## src/rtl/uart_regwin_pkg.sv

```systemverilog
package uart_regwin_pkg;

    // Register window
    localparam int ADDR_W = 5;
    localparam logic [ADDR_W-1:0] OFS_DATA = 5'h00;
    localparam logic [ADDR_W-1:0] OFS_STAT = 5'h02;
    localparam logic [ADDR_W-1:0] OFS_CTRL = 5'h1F;

    // Oversampling and framing
    localparam int OVERSAMPLE = 16;
    localparam int OS_W       = $clog2(OVERSAMPLE);
    localparam int FRAME_MAX  = 11;
    localparam int BSEL_W     = 2;

    // Status bit positions
    localparam int ST_RXATT  = 7;
    localparam int ST_BRK    = 6;
    localparam int ST_FERR   = 5;
    localparam int ST_PERR   = 4;
    localparam int ST_TXIDLE = 2;
    localparam int ST_HFREE  = 1;

    localparam logic [7:0] STATUS_RST = 8'h86;

    typedef struct packed {
        logic              rx_irq_en;   // bit 7
        logic              eight_bit;   // bit 6
        logic              par_en;      // bit 5
        logic              par_odd;     // bit 4
        logic [1:0]        rsvd;        // bits 3:2, read as zero
        logic [BSEL_W-1:0] baud_sel;    // bits 1:0
    } ctrl_t;

    localparam ctrl_t CTRL_RST = '{rx_irq_en: 1'b0, eight_bit: 1'b1, par_en: 1'b0,
                                   par_odd: 1'b0, rsvd: 2'b00, baud_sel: '0};

    typedef struct packed {
        logic eight_bit;
        logic par_en;
        logic par_odd;
    } frame_cfg_t;

    typedef struct packed {
        logic [7:0] data;
        logic       par_err;
        logic       frm_err;
        logic       brk;
    } rx_result_t;

    typedef struct packed {
        logic hold_free;
        logic tx_idle;
    } tx_event_t;

    typedef enum logic [2:0] {
        RX_IDLE, RX_START, RX_DATA, RX_PAR, RX_STOP, RX_HOLD
    } rx_state_t;

    function automatic logic calc_parity(logic [7:0] d, logic eight, logic odd);
        logic p;
        p = eight ? ^d : ^d[6:0];
        return p ^ odd;
    endfunction

    function automatic logic [3:0] frame_len(logic eight, logic par);
        return 4'd9 + {3'b000, eight} + {3'b000, par};
    endfunction

    // Frame image, LSB goes out first: start, data, [parity], stop, idle fill
    function automatic logic [FRAME_MAX-1:0] build_frame(logic [7:0] d, frame_cfg_t c);
        logic [FRAME_MAX-1:0] f;
        logic [3:0]           pos;
        f    = '1;
        f[0] = 1'b0;
        for (int i = 0; i < 7; i++) f[i+1] = d[i];
        pos = 4'd8;
        if (c.eight_bit) begin
            f[8] = d[7];
            pos  = 4'd9;
        end
        if (c.par_en) f[pos] = calc_parity(d, c.eight_bit, c.par_odd);
        return f;
    endfunction

endpackage

```

## src/rtl/uart_baud_tick.sv

```systemverilog
module uart_baud_tick
    import uart_regwin_pkg::*;
#(
    parameter int BASE_DIV = 2604
) (
    input  logic              clk,
    input  logic              rst,
    input  logic [BSEL_W-1:0] sel,
    output logic              tick
);
    localparam int MAX_DIV = BASE_DIV << ((1 << BSEL_W) - 1);
    localparam int CNT_W   = $clog2(MAX_DIV + 1);

    logic [CNT_W-1:0] cnt_q;
    logic [CNT_W-1:0] div_n;

    always_comb begin
        div_n = CNT_W'(BASE_DIV) << sel;
        tick  = (cnt_q >= div_n - CNT_W'(1));
    end

    always_ff @(posedge clk) begin
        if (rst)       cnt_q <= '0;
        else if (tick) cnt_q <= '0;
        else           cnt_q <= cnt_q + CNT_W'(1);
    end

    generate
        if (BASE_DIV >= 2) begin : g_gap_chk
            // ticks are never adjacent when the divisor exceeds one
            a_r13_tick_gap: assert property (@(posedge clk) disable iff (rst)
                tick |=> !tick);
        end
    endgenerate
endmodule

```

## src/rtl/uart_tx_path.sv

```systemverilog
module uart_tx_path
    import uart_regwin_pkg::*;
(
    input  logic       clk,
    input  logic       rst,
    input  logic       tick,
    input  frame_cfg_t cfg,
    input  logic       wr_en,
    input  logic [7:0] wr_data,
    output logic       tx_out,
    output tx_event_t  ev
);
    localparam logic [OS_W-1:0] OS_LAST = OS_W'(OVERSAMPLE - 1);

    logic                 hold_full_q;
    logic [7:0]           hold_q;
    logic                 busy_q;
    logic [FRAME_MAX-1:0] shreg_q;
    logic [3:0]           bits_left_q;
    logic [OS_W-1:0]      os_q;

    logic bit_end, last_bit, load;

    always_comb begin
        bit_end      = busy_q && tick && (os_q == OS_LAST);
        last_bit     = bit_end && (bits_left_q == 4'd1);
        load         = hold_full_q && (!busy_q || last_bit);
        ev.hold_free = load;
        ev.tx_idle   = last_bit && !hold_full_q && !wr_en;
        tx_out       = shreg_q[0];
    end

    always_ff @(posedge clk) begin
        if (rst) begin
            hold_full_q <= 1'b0;
            hold_q      <= '0;
            busy_q      <= 1'b0;
            shreg_q     <= '1;
            bits_left_q <= '0;
            os_q        <= '0;
        end else begin
            if (load) begin
                busy_q      <= 1'b1;
                shreg_q     <= build_frame(hold_q, cfg);
                bits_left_q <= frame_len(cfg.eight_bit, cfg.par_en);
                os_q        <= '0;
            end else if (busy_q && tick) begin
                if (os_q == OS_LAST) begin
                    os_q        <= '0;
                    shreg_q     <= {1'b1, shreg_q[FRAME_MAX-1:1]};
                    bits_left_q <= bits_left_q - 4'd1;
                    if (bits_left_q == 4'd1) busy_q <= 1'b0;
                end else begin
                    os_q <= os_q + OS_W'(1);
                end
            end
            // A new write always wins the holding slot (replaces a queued byte)
            if (wr_en) begin
                hold_full_q <= 1'b1;
                hold_q      <= wr_data;
            end else if (load) begin
                hold_full_q <= 1'b0;
            end
        end
    end

    // line rests high between frames
    a_r4_idle_line_high: assert property (@(posedge clk) disable iff (rst)
        !busy_q |-> tx_out);

    // a queued byte starts with its start bit right after the stop bit
    a_r5_back_to_back: assert property (@(posedge clk) disable iff (rst)
        (last_bit && hold_full_q) |=> (busy_q && !tx_out));
endmodule

```

## src/rtl/uart_rx_path.sv

```systemverilog
module uart_rx_path
    import uart_regwin_pkg::*;
(
    input  logic       clk,
    input  logic       rst,
    input  logic       tick,
    input  frame_cfg_t cfg,
    input  logic       rx_in,
    output logic       done,
    output rx_result_t res
);
    localparam logic [OS_W-1:0] OS_LAST = OS_W'(OVERSAMPLE - 1);
    localparam logic [OS_W-1:0] OS_HALF = OS_W'(OVERSAMPLE / 2 - 1);

    logic       sync1_q, rx_s;
    rx_state_t  state_q;
    logic [OS_W-1:0] os_q;
    logic [2:0] idx_q;
    logic [7:0] shift_q;
    logic       par_q;
    logic       done_q;
    rx_result_t res_q;
    logic [2:0] last_idx;

    assign last_idx = cfg.eight_bit ? 3'd7 : 3'd6;
    assign done     = done_q;
    assign res      = res_q;

    always_ff @(posedge clk) begin
        if (rst) begin
            sync1_q <= 1'b1;
            rx_s    <= 1'b1;
        end else begin
            sync1_q <= rx_in;
            rx_s    <= sync1_q;
        end
    end

    always_ff @(posedge clk) begin
        if (rst) begin
            state_q <= RX_IDLE;
            os_q    <= '0;
            idx_q   <= '0;
            shift_q <= '0;
            par_q   <= 1'b0;
            done_q  <= 1'b0;
            res_q   <= '0;
        end else begin
            done_q <= 1'b0;
            if (tick) begin
                unique case (state_q)
                    RX_IDLE: if (!rx_s) begin
                        state_q <= RX_START;
                        os_q    <= '0;
                    end
                    RX_START: begin
                        if (os_q == OS_HALF) begin
                            os_q <= '0;
                            if (!rx_s) begin
                                state_q <= RX_DATA;
                                idx_q   <= '0;
                                shift_q <= '0;
                                par_q   <= 1'b0;
                            end else begin
                                state_q <= RX_IDLE;
                            end
                        end else begin
                            os_q <= os_q + OS_W'(1);
                        end
                    end
                    RX_DATA: begin
                        if (os_q == OS_LAST) begin
                            os_q           <= '0;
                            shift_q[idx_q] <= rx_s;
                            if (idx_q == last_idx)
                                state_q <= cfg.par_en ? RX_PAR : RX_STOP;
                            else
                                idx_q <= idx_q + 3'd1;
                        end else begin
                            os_q <= os_q + OS_W'(1);
                        end
                    end
                    RX_PAR: begin
                        if (os_q == OS_LAST) begin
                            os_q    <= '0;
                            par_q   <= rx_s;
                            state_q <= RX_STOP;
                        end else begin
                            os_q <= os_q + OS_W'(1);
                        end
                    end
                    RX_STOP: begin
                        if (os_q == OS_LAST) begin
                            os_q          <= '0;
                            done_q        <= 1'b1;
                            res_q.data    <= shift_q;
                            res_q.frm_err <= !rx_s;
                            res_q.par_err <= cfg.par_en &&
                                (par_q != calc_parity(shift_q, cfg.eight_bit, cfg.par_odd));
                            res_q.brk     <= !rx_s && (shift_q == 8'h00) &&
                                             (!cfg.par_en || !par_q);
                            state_q       <= rx_s ? RX_IDLE : RX_HOLD;
                        end else begin
                            os_q <= os_q + OS_W'(1);
                        end
                    end
                    RX_HOLD: if (rx_s) state_q <= RX_IDLE;
                    default: state_q <= RX_IDLE;
                endcase
            end
        end
    end

    // a break is always also a framing error
    a_r10_break_implies_framing: assert property (@(posedge clk) disable iff (rst)
        (done_q && res_q.brk) |-> res_q.frm_err);

    // each received frame reports exactly once
    a_r7_single_done: assert property (@(posedge clk) disable iff (rst)
        done_q |=> !done_q);
endmodule

```

## src/rtl/uart_regwin.sv

```systemverilog
module uart_regwin
    import uart_regwin_pkg::*;
#(
    parameter int BASE_DIV = 2604
) (
    input  logic              clk,
    input  logic              rst,
    input  logic              bus_sel,
    input  logic              bus_we,
    input  logic [ADDR_W-1:0] bus_addr,
    input  logic [7:0]        bus_wdata,
    output logic [7:0]        bus_rdata,
    input  logic              rx_in,
    output logic              tx_out,
    output logic              irq
);
    ctrl_t      ctrl_q;
    logic [7:0] status_q;
    logic [7:0] ev_set;
    frame_cfg_t fcfg;
    logic       tick;
    logic       wr_data, wr_ctrl, rd_stat;
    tx_event_t  tx_ev;
    logic       rx_done;
    rx_result_t rx_res;

    always_comb begin
        wr_data = bus_sel && bus_we && (bus_addr == OFS_DATA);
        wr_ctrl = bus_sel && bus_we && (bus_addr == OFS_CTRL);
        rd_stat = bus_sel && !bus_we && (bus_addr == OFS_STAT);
        fcfg    = '{eight_bit: ctrl_q.eight_bit, par_en: ctrl_q.par_en,
                    par_odd: ctrl_q.par_odd};
    end

    uart_baud_tick #(.BASE_DIV(BASE_DIV)) u_tick (
        .clk (clk),
        .rst (rst),
        .sel (ctrl_q.baud_sel),
        .tick(tick)
    );

    uart_tx_path u_tx (
        .clk    (clk),
        .rst    (rst),
        .tick   (tick),
        .cfg    (fcfg),
        .wr_en  (wr_data),
        .wr_data(bus_wdata),
        .tx_out (tx_out),
        .ev     (tx_ev)
    );

    uart_rx_path u_rx (
        .clk  (clk),
        .rst  (rst),
        .tick (tick),
        .cfg  (fcfg),
        .rx_in(rx_in),
        .done (rx_done),
        .res  (rx_res)
    );

    always_comb begin
        ev_set            = '0;
        ev_set[ST_RXATT]  = rx_done;
        ev_set[ST_BRK]    = rx_done && rx_res.brk;
        ev_set[ST_FERR]   = rx_done && rx_res.frm_err;
        ev_set[ST_PERR]   = rx_done && rx_res.par_err;
        ev_set[ST_TXIDLE] = tx_ev.tx_idle;
        ev_set[ST_HFREE]  = tx_ev.hold_free;
    end

    always_ff @(posedge clk) begin
        if (rst) begin
            ctrl_q   <= CTRL_RST;
            status_q <= STATUS_RST;
        end else begin
            if (wr_ctrl) begin
                ctrl_q      <= ctrl_t'(bus_wdata);
                ctrl_q.rsvd <= 2'b00;
            end
            status_q <= (wr_data ? 8'h00 : status_q) | ev_set;
        end
    end

    always_comb begin
        bus_rdata = 8'h00;
        if (bus_sel && !bus_we) begin
            case (bus_addr)
                OFS_DATA: bus_rdata = rx_res.data;
                OFS_STAT: bus_rdata = status_q;
                OFS_CTRL: bus_rdata = ctrl_q;
                default:  bus_rdata = 8'h00;
            endcase
        end
    end

    assign irq = ctrl_q.rx_irq_en && status_q[ST_RXATT];

    // a data write leaves no receive flag behind unless a frame lands that cycle
    a_r2_write_clears: assert property (@(posedge clk) disable iff (rst)
        (wr_data && !rx_done) |=> (status_q[7:4] == 4'h0));

    // a status read with no event and no write leaves status unchanged
    a_r11_status_read_keeps: assert property (@(posedge clk) disable iff (rst)
        (rd_stat && !rx_done && !tx_ev.hold_free && !tx_ev.tx_idle) |=> $stable(status_q));

    // the interrupt rises only after an enable write or a received frame
    a_r12_irq_source: assert property (@(posedge clk) disable iff (rst)
        $rose(irq) |-> (ctrl_q.rx_irq_en && ($past(wr_ctrl) || $past(rx_done))));
endmodule

```

## config.mk

```make
export PLATFORM = sky130hd
export DESIGN_NAME = uart_regwin
export DESIGN_NICKNAME = d
export VERILOG_FILES = /design/src/rtl/uart_regwin_pkg.sv /design/src/rtl/uart_baud_tick.sv /design/src/rtl/uart_tx_path.sv /design/src/rtl/uart_rx_path.sv /design/src/rtl/uart_regwin.sv
export SDC_FILE = /design/constraint.sdc
export NUM_CORES = 1
export LEC_CHECK = 0
export ABC_AREA = 0
export BUFFER_PORTS_ARGS = -buffer_cell sky130_fd_sc_hd__buf_2
export CAP_MARGIN = 10
export CORE_MARGIN = 4
export CORE_UTILIZATION = 45
export CTS_CLUSTER_SIZE = 25
export DETAILED_ROUTE_END_ITERATION = 6
export GPL_ROUTABILITY_DRIVEN = 0
export PLACE_DENSITY_LB_ADDON = 0.25
export SETUP_SLACK_MARGIN = 0.02
export SLEW_MARGIN = 0
export SYNTH_ARGS = -nofsm -noshare
export SYNTH_HDL_FRONTEND = slang
export SYNTH_HIERARCHICAL = 1
export SYNTH_SLANG_ARGS = --single-unit
```

## constraint.sdc

```tcl
create_clock -name clk -period 6.8 [get_ports clk]
set_input_delay 0.68 -clock clk [delete_from_list [all_inputs] [get_ports clk]]
set_output_delay 0.68 -clock clk [all_outputs]
set_load 0.01 [all_outputs]
```

# After elaboration in Yosys (flattened, before gate mapping)
# Cells that the tools add are included.
[word_totals] reg_bits=91 word_cells=181
[classes] add_sub_neg=8 n_lt_le_gt_ge=5 n_eq_ne=22 shifts=1 n_mux=61 bitwise=5 n_reduce_logical=54
[op_table] operator="11-bit 2-to-1 mux" n=4
[op_table] operator="8-bit 2-to-1 mux" n=5
[op_table] operator="3-bit 2-to-1 mux" n=13
[op_table] operator="4-bit 2-to-1 mux" n=9
[op_table] operator="8-bit case mux with 3 select lines" n=1
[op_table] operator="1-bit logical AND" n=19
[op_table] operator="1-bit 2-to-1 mux" n=19
[op_table] operator="3-bit case mux with 6 select lines" n=1
[op_table] operator="8-bit case mux with 2 select lines" n=1
[op_table] operator="8-bit XOR reduction" n=2
[op_table] operator="15-bit by 1-bit adder with 15-bit output (second input constant)" n=1
[op_table] operator="15-bit greater-or-equal comparator" n=1
[op_table] operator="12-bit by 2-bit left shift with 15-bit output (first input constant)" n=1
[op_table] operator="15-bit by 1-bit subtractor with 15-bit output (second input constant)" n=1
[op_table] operator="7-bit XOR reduction" n=2
[op_table] operator="2-bit by 1-bit != test with 1-bit output (second input constant)" n=6
[op_table] operator="4-bit case mux with 3 select lines" n=1
[op_table] operator="2-bit nonzero test" n=6
[op_table] operator="11-bit bitwise mux" n=1
[op_table] operator="5-bit AND reduction" n=2
[op_table] operator="3-bit AND reduction" n=3
[op_table] operator="4-bit by 1-bit adder with 4-bit output (second input constant)" n=2
[op_table] operator="8-bit bitwise mux" n=1
[op_table] operator="4-bit == test (second input constant)" n=2
[op_table] operator="37 further kinds" n=52

# Longest topological paths before layout
# Gate-level depths: netlist (run 1).
[logic_depth] word_depth=17 ltp_mapped=15 ltp_nobuf=13

# Modules after synthesis
# Netlist (run 1), hierarchy kept.
[by_module_without_submodules] module="uart_rx_path" instances=1 cells_per_inst=238 area_each_um2=1873.0
[by_module_without_submodules] module="uart_tx_path" instances=1 cells_per_inst=155 area_each_um2=1345.0
[by_module_without_submodules] module="uart_baud_tick" instances=1 cells_per_inst=114 area_each_um2=974.7
[by_module_without_submodules] module="uart_regwin" instances=1 cells_per_inst=84 area_each_um2=704.4

# Least setup slack after synthesis (run 1)
# OpenSTA, ideal clock, no wires.
[synth_timing] kind="flip-flop to flip-flop" start="reg ctrl_q[0] (netlist bit)" end="reg u_rx.res_q (netlist bit u_rx/res[0])" arrival_time_ns=3.414 t_required_ns=6.730 setup_slack_ns=3.315 path_stages_with_launch=15 cell_sequence="dfxtp_1 > inv_1 > nor2_1 > inv_1 > ha_1 > nand2_1 > nor4_1 > a221o_1 > buf_2 > a21o_1 > clkbuf_1 > inv_1 > or3_1 > or4_1 > a21oi_1"
[synth_between] elab_chain_cells=4
[synth_rtl] item="start, declared" line="uart_regwin.sv:17" rtl="ctrl_t ctrl_q;"
[synth_rtl] item="start signal, assigned" line="uart_regwin.sv:79" rtl="ctrl_q <= ctrl_t'(bus_wdata);"
[synth_rtl] item="12-bit by 2-bit left shift with 15-bit output" line="uart_baud_tick.sv:18" rtl="div_n = CNT_W'(BASE_DIV) << sel;"
[synth_rtl] item="15-bit by 1-bit subtractor with 15-bit output" line="uart_baud_tick.sv:19" rtl="tick = (cnt_q >= div_n - CNT_W'(1));"
[synth_rtl] item="15-bit greater-or-equal comparator" line="uart_baud_tick.sv:19"
[synth_rtl] item="named net tick" line="uart_regwin.sv:21" rtl="logic tick;"
[synth_rtl] item="3-bit AND reduction (no line)"
[synth_rtl] item="end, declared" line="uart_rx_path.sv:22" rtl="rx_result_t res_q;"
# The timed path passes the listed nets, and every way through them passes these cells.
# A chain may end at the register's enable or synchronous reset.

# Final worst setup path (run 1)
[layout_timing] start="reg ctrl_q[0] (netlist bit)" end="reg u_tx.shreg_q[8]"
[layout_between] elab_chain_cells=10 word_cells_on_any_way=12 classes_between="add/sub: 1; order compare: 1; shift: 1; mux: 1; reduce/logical: 8"
[layout_rtl] item="12-bit by 2-bit left shift with 15-bit output *" line="uart_baud_tick.sv:18"
[layout_rtl] item="15-bit by 1-bit subtractor with 15-bit output *" line="uart_baud_tick.sv:19"
[layout_rtl] item="15-bit greater-or-equal comparator *" line="uart_baud_tick.sv:19"
[layout_rtl] item="named net tick" line="uart_regwin.sv:21"
[layout_rtl] item="1-bit logical AND *" line="uart_tx_path.sv:25, uart_tx_path.sv:47"
[layout_rtl] item="1-bit logical AND" line="uart_tx_path.sv:25" rtl="bit_end = busy_q && tick && (os_q == OS_LAST);"
[layout_rtl] item="1-bit logical AND" line="uart_tx_path.sv:26" rtl="last_bit = bit_end && (bits_left_q == 4'd1);"
[layout_rtl] item="1-bit logical OR" line="uart_tx_path.sv:27" rtl="load = hold_full_q && (!busy_q || last_bit);"
[layout_rtl] item="1-bit logical AND" line="uart_tx_path.sv:27"
[layout_rtl] item="2-bit nonzero test (no line)"
[layout_rtl] item="2-bit AND reduction (no line)"
[layout_rtl] item="end signal, assigned" line="uart_tx_path.sv:44" rtl="shreg_q <= build_frame(hold_q, cfg);"
[layout_rtl] item="end signal, assigned" line="uart_tx_path.sv:50" rtl="shreg_q <= {1'b1, shreg_q[FRAME_MAX-1:1]};"
[layout_rtl] item="end, declared" line="uart_tx_path.sv:18" rtl="logic [FRAME_MAX-1:0] shreg_q;"
# Mark *: on every way through the listed nets, which the timed path passes. The rest lies on a longest branch.

==> insert_results.sql, run 1 <==
INSERT INTO impl_metrics (metric_group, metric, value, unit) VALUES
('outcome', 'status', 'finished clean', ''),
('grt', 'grt_overflow_total', '0', ''),
('final_layout', 'layout.cells.most_common_list', '88 x dfxtp_1, 76 x nand2_1, 37 x a21oi_1', ''),
('routing', 'detailroute.via_count', '4136', ''),
('die', 'fp.dieH', '112', 'um'),
('routing', 'drc', '0', ''),
('routing', 'dr_vias_cell', '5.58', ''),
('yosys', 'count_of_flip_flops_with_a_built_in_enable_after_synthesis', '0', ''),
('routing', 'top_signal_layer_used', 'met4', ''),
('yosys', 'syn_inst', '591', ''),
('critical_path', 'cp_num_buf_inv', '2', ''),
('die', 'fp-row-count', '37', ''),
('yosys', 'synth.net_count', '633', ''),
('timing', 'final_worst_path_cycle_share', '61.0', '%'),
('clock_network', 'max-clock-path-buffers', '2', ''),
('run', 'cap_viol_max_count', '0', ''),
('grt', 'grt_pass1_vias', '3983', ''),
('yosys', 'synth.top_cell.area_share', '36.0', '%'),
('clock_network', 'cts_tree', 'built', ''),
('final_layout', 'layout.cells.most_common', 'dfxtp_1', ''),
('die', 'floorplan.initialDensity', '46.8', '%'),
('yosys', 'synth.cell_area', '4900', 'sq um'),
('place', 'post-dp-hpwl', '7780', 'um'),
('critical_path', 'critical_path_peak_fanout', '16', ''),
('clock_network', 'cts_repair_resized_insts', '0', ''),
('power', 'power_density', '181', 'nW/um^2'),
('critical_path', 'setup.reg_to_reg.worst_slack', '2650', 'ps'),
('routing', 'wirelength_met1', '5480', 'um'),
('die', 'fp.dieArea', '12600', 'sq um'),
('yosys', 'synth_seq_area_share', '36.0', '%'),
('timing', 'fin_setup_tns', '0', 'ps'),
('critical_path', 'timing.setup.critical_path_class', 'reg2reg', ''),
('critical_path', 'critPathSlowestCell', 'a221o_1', ''),
('routing', 'ant_nets', '0', ''),
('yosys', 'synth.top_cells.by_area', 'dfxtp_1 36%, ha_1 6.1%, nand2_1 5.8%', ''),
('yosys', 'ys_ff_latch', '88', ''),
('clock_network', 'clock-sinks', '88', ''),
('critical_path', 'stage_delay_of_the_slowest_cell_on_the_critical_path', '640', 'ps'),
('timing', 'max_freq', '241', 'MHz'),
('place', 'port-buffer-count', '27', ''),
('routing', 'avgRoutedWirePerCell', '15.0', 'um'),
('critical_path', 'critPathCaptureType', 'flop', ''),
('critical_path', 'worst_ep_required_time', '7050', 'ps'),
('yosys', 'postSynth.asyncResetShare', '0', '%'),
('grt', 'maximum_number_of_pins_on_one_net_before_global_route_repair', '82', ''),
('clock_network', 'cts_made_buffers', '9', ''),
('final_layout', 'final.fill_count', '1028', ''),
('power', 'max-vdd-ir-drop', '0.120', 'mV'),
('clock_network', 'htree_num_levels', '3', ''),
('worst_hold_path', 'worst_hold_check_path_type', 'reg2reg', ''),
('clock_network', 'clock-root-buffer', 'clkbuf_8', ''),
('clock_network', 'hold_buffer_count_at_cts', '0', ''),
('yosys', 'ys_dominant_reg_cell', 'dfxtp_1', ''),
('die', 'num_io_pins', '28', ''),
('final_layout', 'nets', '642', ''),
('critical_path', 'critical_path.top_delay_family', 'simple AND/OR/NAND/NOR gates', ''),
('timing', 'max_transition_margin', '27.3', '%'),
('critical_path', 'worstSetupStartpointType', 'flop', ''),
('yosys', 'syn-mean-instance-area', '8.29', 'sq um'),
('routing', 'met3RoutedLength', '317', 'um'),
('yosys', 'synth_area_leader_cell', 'dfxtp_1', ''),
('final_layout', 'count_of_antenna_diodes_in_the_layout', '0', ''),
('clock_network', 'worst_skew_late_latency', '360', 'ps'),
('final_layout', 'post_route_cells_drive_above_1_share', '13.6', '%'),
('routing', 'routed_wirelength', '11100', 'um'),
('die', 'die_width', '112', 'um'),
('timing', 'final_period_minus_worst_setup_slack', '4150', 'ps'),
('final_layout', 'area.growth.synth_to_final', '8.33', '%'),
('yosys', 'synthesis.yosys.warnings', '6', ''),
('grt', 'global_route_wire_length_before_repair', '19000', 'um'),
('timing', 'fin_skew', '9.53', 'ps');
-- sequential cells by signal, indices dropped and copies added (netlist names), 3 cells and up --
register / flops
u_rx/os_q: 4
u_rx/res: 11
u_tx/os_q: 4
u_rx/state_q: 3
ctrl_q: 6
u_rx/shift_q: 8
u_tx/bits_left_q: 4
u_rx/idx_q: 3
u_tick/cnt_q: 15
status_q: 6
u_tx/hold_q: 8
u_tx/shreg_q: 10
-- through the flow --
stage          hold slack [ps]  instances  utilization [%]  worst slack (ps)  area [sq um]
2_1_floorplan              389        591                -              3320          4900
3_3_place_gp               392        725             48.6              2860          5080
3_5_place_dp               399        725             48.6              2700          5080
4_1_cts                    421        741             50.7              2670          5310
5_1_grt                    435        741             50.7              2270          5310
6_report                   416        741             50.7              2650          5310
-- cells by family after synthesis --
kind of cell             Yosys count  share of synthesized area (%)
AO/OA/AOI/OAI                    105                           13.7
XOR/XNOR                          34                           6.08
flip-flops                        88                           36.0
adder cells (fa/ha/maj)           24                           6.13
buffers and inverters             57                           4.70
multiplexers                      28                           5.93
AND/OR/NAND/NOR                  255                           27.5
-- cell type report --
class                      count  area [sq um]  share of cell area (%)
clock inverter                 7          96.3                    1.82
sequential                    88          1760                    33.2
timing repair buffer          29           150                    2.83
inverter                      26          97.6                    1.84
multi-input combinational    446          2910                    54.8
clock buffer                   9           124                    2.33
tap                          136           170                    3.21
-- metal layers --
metal	vias up	track usage, %
met3	15	2.96
met4	0	7.69
met1	1944	24.5
met2	66	28.2
met5	-	0
li1	2111	-
-- Yosys cell counts, drive strengths merged (5+ instances only) --
master  instances
or4             5
nand2b         17
nand3          26
nand4          11
dfxtp          88
nor4            8
or2            13
mux2            8
a31oi           9
clkbuf         21
nor2b           6
ha             24
o31ai           6
xor2           12
o22ai           5
inv            26
a211oi          5
nor2           36
mux2i          20
xnor2          22
o21ai          17
a21oi          38
buf            10
nor3           29
nand2          77
-- where the power goes --
part | leakage, nW | switching, W | internal, W
registers | 0.710 | 0.00000444 | 0.000518
clock network | 0.113 | 0.000195 | 0.000208
logic | 1.09 | 0.0000208 | 0.0000135
total | 1.91 | 0.000220 | 0.000739
-- final timing paths --
| path | endpoint | start | cells after the start |
|---|---|---|---|
| worst max-delay path | u_tx/shreg_q[8]$_SDFFE_PP1P_ | ctrl_q[0]$_SDFFE_PP0P_ | 13 |
| worst min-delay path | u_rx/rx_s$_SDFF_PP1_ | u_rx/sync1_q$_SDFF_PP1_ | 1 |
| worst max register to register | u_tx/shreg_q[8]$_SDFFE_PP1P_ | ctrl_q[0]$_SDFFE_PP0P_ | 13 |
| worst min register to register | u_rx/rx_s$_SDFF_PP1_ | u_rx/sync1_q$_SDFF_PP1_ | 1 |
No activity file was read; power rests on OpenSTA's default activity.
==> inputs of run 2 (changes only) <==
ABC_AREA = 1   (was 0)
clock period = 4.2 ns   (was 6.8 ns; I/O delays follow)
==> run 2 against run 1 <==
Compared with the run above: count of clock-buffer cells in the layout stayed put; register-to-register slack got worse by 1600 ps; largest power group is now the clock network; clock power rose by 140%; critical path depth up 6.
==> insert_results.sql, run 2 <==
INSERT INTO impl_metrics (metric_group, metric, value, unit) VALUES
('outcome', 'status', 'finished clean', ''),
('timing', 'final_max_slew_viols', '0', ''),
('clock_network', 'cts_repair_resized_insts', '0', ''),
('worst_hold_path', 'worst_hold_check_path_type', 'in2reg', ''),
('final_layout', 'area.growth.synth_to_final', '10.0', '%'),
('critical_path', 'path_cells', 'inv_1 > nor2_1 > inv_1 > ha_1 > nand2_1 > inv_1 > nand2_1 > nor3b_1 > nand2_1 > nand2_1 > nand2_2 > nor2_4 > nand2_2 > nand2_2 > nand2_4 > clkinv_2 > nand2_1 > o22ai_1 > nand2_1', ''),
('place', 'port-buffer-count', '27', ''),
('clock_network', 'hold_buffer_count_at_cts', '0', ''),
('timing', 'transition_time_at_the_pin_with_the_least_slew_margin', '707', 'ps'),
('critical_path', 'critPathCaptureType', 'flop', ''),
('routing', 'dr_vias_cell', '5.19', ''),
('yosys', 'synth_seq_area_share', '34.1', '%'),
('final_layout', 'nets', '779', ''),
('routing', 'routed_wirelength', '11300', 'um'),
('critical_path', 'stage_delay_of_the_slowest_cell_on_the_critical_path', '450', 'ps'),
('yosys', 'syn_inst', '721', ''),
('yosys', 'synth.most_common_cell', 'nand2_1', ''),
('yosys', 'synth_area_leader_cell', 'dfxtp_1', ''),
('critical_path', 'critPathSlowestCell', 'dfxtp_1', ''),
('timing', 'max_freq', '321', 'MHz'),
('final_layout', 'count_of_antenna_diodes_in_the_layout', '0', ''),
('grt', 'maximum_number_of_pins_on_one_net_before_global_route_repair', '36', ''),
('clock_network', 'clk_pin_slew_worst_paths', '60', 'ps'),
('critical_path', 'critPathArrivalTime', '3330', 'ps'),
('grt', 'global_route_wire_length_before_repair', '19800', 'um'),
('die', 'die_width', '115', 'um'),
('power', 'power.static_leakage', '2.39', 'nW'),
('critical_path', 'worst_ep_required_time', '4420', 'ps'),
('die', 'fp.dieArea', '13300', 'sq um'),
('timing', 'max_transition_margin', '52.9', '%'),
('timing', 'final_period_minus_worst_setup_slack', '3110', 'ps'),
('final_layout', 'largest_register_ff_count', '15', ''),
('power', 'max-vdd-ir-drop', '0.258', 'mV'),
('critical_path', 'timing.critical_path.from', 'ctrl_q[0]$_SDFFE_PP0P_', ''),
('routing', 'drc', '0', ''),
('yosys', 'ys_ff_latch', '88', ''),
('yosys', 'count_of_flip_flops_with_a_built_in_enable_after_synthesis', '0', ''),
('critical_path', 'critical_path.most_common_cell', 'nand2_1', ''),
('grt', 'grt_pass1_vias', '4264', ''),
('yosys', 'postSynth.asyncResetShare', '0', '%'),
('clock_network', 'cts_made_buffers', '9', ''),
('yosys', 'synth.net_count', '763', ''),
('timing', 'final-setup-viol-count', '0', ''),
('die', 'floorplan.initialDensity', '46.8', '%'),
('timing', 'grt_setup_unrepaired', 'no', ''),
('critical_path', 'cp_num_buf_inv', '4', ''),
('die', 'core', '11000', 'sq um'),
('clock_network', 'post_cts.repair.setup_buffers', '0', ''),
('grt', 'globalRouteTotalUtil', '18.4', '%'),
('place', 'post-dp-hpwl', '8420', 'um'),
('final_layout', 'post_route_cells_drive_above_1_share', '14.3', '%'),
('place', 'place_area', '5320', 'sq um'),
('power', 'power_density', '332', 'nW/um^2'),
('routing', 'first_pass_iters', '4', ''),
('power', 'power', '0.00189', 'W'),
('yosys', 'synth.top_cells.by_area', 'dfxtp_1 34%, nand2_1 11%, inv_1 6.6%', ''),
('critical_path', 'timing.setup.critical_path_class', 'reg2reg', ''),
('timing', 'final_worst_path_cycle_share', '74.1', '%'),
('clock_network', 'clock-sinks', '88', ''),
('final_layout', 'layout.cells.most_common', 'nand2_1', ''),
('final_layout', 'layout.cells.most_common_list', '156 x nand2_1, 91 x inv_1, 88 x dfxtp_1', ''),
('grt', 'grt_overflow_total', '0', ''),
('run', 'cap_viol_max_count', '0', ''),
('yosys', 'netlist_top_cells_count', '156 x nand2_1, 91 x inv_1, 88 x dfxtp_1', ''),
('critical_path', 'reg2reg_from', 'ctrl_q[0]$_SDFFE_PP0P_', ''),
('final_layout', 'regMostFlops', 'u_tick/cnt_q', ''),
('timing', 'final-hold-violation-count', '0', ''),
('critical_path', 'worstSetupStartpointType', 'flop', ''),
('yosys', 'ys_dominant_reg_cell', 'dfxtp_1', ''),
('routing', 'ant_nets', '0', ''),
('final_layout', 'layout.cell_area.non_filler', '5680', 'sq um'),
('yosys', 'synth.cell_area', '5170', 'sq um'),
('clock_network', 'max-clock-path-buffers', '2', ''),
('clock_network', 'clock-root-buffer', 'clkbuf_16', ''),
('yosys', 'synth.top_cell.area_share', '34.1', '%'),
('routing', 'drt_iter0_drc', '275', ''),
('grt', 'antenna_found_initial', '0', ''),
('yosys', 'synthesis.yosys.warnings', '6', ''),
('critical_path', 'critical_path_peak_fanout', '24', ''),
('yosys', 'syn-mean-instance-area', '7.17', 'sq um'),
('routing', 'avgRoutedWirePerCell', '12.8', 'um'),
('yosys', 'yosysUniqueCellTypes', '39', ''),
('die', 'num_io_pins', '28', ''),
('die', 'fp-row-count', '38', ''),
('die', 'fp.dieH', '115', 'um'),
('clock_network', 'worst_skew_late_latency', '350', 'ps'),
('routing', 'detailroute.via_count', '4579', ''),
('timing', 'fin_setup_tns', '0', 'ps'),
('clock_network', 'cts_tree', 'built', ''),
('worst_hold_path', 'min_from', 'rx_in', ''),
('critical_path', 'critical_path.top_delay_family', 'simple AND/OR/NAND/NOR gates', ''),
('timing', 'fin_skew', '5.86', 'ps'),
('timing', 'worst_hold_slack', '253', 'ps'),
('clock_network', 'htree_num_levels', '3', '');
==> run 2: cell count changes after synthesis, sizes merged, moves of 11 or more <==
cell | before | now
inv | 26 | 96
xnor2 | 22 | 8
clkbuf | 21 | 6
or2 | 13 | 2
a21oi | 38 | 57
nor3 | 29 | 5
nand4 | 11 | 31
nor2 | 36 | 72
o21ai | 17 | 40
nand2 | 77 | 176
nand2b | 17 | 0
mux2i | 20 | 0
nand3 | 26 | 61
==> run 2: routing by layer <==
metal	wire length, um	part of all wire (%)	GRT usage (%)	vias to the layer above
li1	-	-	-	2387
met1	5490	48	24.6	2089
met2	5040	44	29.1	88
met3	596	5.3	3.89	15
met4	201	1.8	6.89	0
met5	0	0	0	-
==> run 2: kinds of logic after synthesis <==
family / Yosys count / synth area share, %
AO/OA/AOI/OAI: 112 / 11.6
adder cells (fa/ha/maj): 24 / 5.81
buffers and inverters: 119 / 10.2
flip-flops: 88 / 34.1
XOR/XNOR: 20 / 3.39
AND/OR/NAND/NOR: 358 / 34.9
==> run 2: worst paths after layout <==
check | cells after the start | end | slack (ps)
hold / removal | 2 | u_rx/sync1_q$_SDFF_PP1_ | 250
setup / recovery | 19 | u_tx/shreg_q[9]$_SDFFE_PP1P_ | 1090
setup reg to reg | 19 | u_tx/shreg_q[9]$_SDFFE_PP1P_ | 1090
hold reg to reg | 1 | u_rx/rx_s$_SDFF_PP1_ | 410
==> run 2: report_power, final <==
part	leakage [nW]	total, W	internal (W)	switching, W
sequential	0.710	0.000843	0.000839	0.00000446
combinational	1.50	0.0000631	0.0000175	0.0000456
clock	0.176	0.000983	0.000642	0.000340
total	2.39	0.00189	0.00150	0.000390
==> run 2: stage by stage <==
step                util, %  std cells  worst slack, ps
global placement       48.2        866             1290
CTS                    51.5        882             1070
finish                 51.5        882             1090
global route           51.5        882              748
detailed placement     48.2        866             1070
floorplan                 -        721             1630
==> run 2: area by class of cell <==
| class | instances | area, sq um |
|---|---|---|
| clock buffer | 9 | 225 |
| clock inverter | 7 | 141 |
| fill | 1084 | 5350 |
| inverter | 97 | 368 |
| multi-input combinational | 514 | 2880 |
| sequential | 88 | 1760 |
| tap | 140 | 175 |
| timing repair buffer | 27 | 135 |
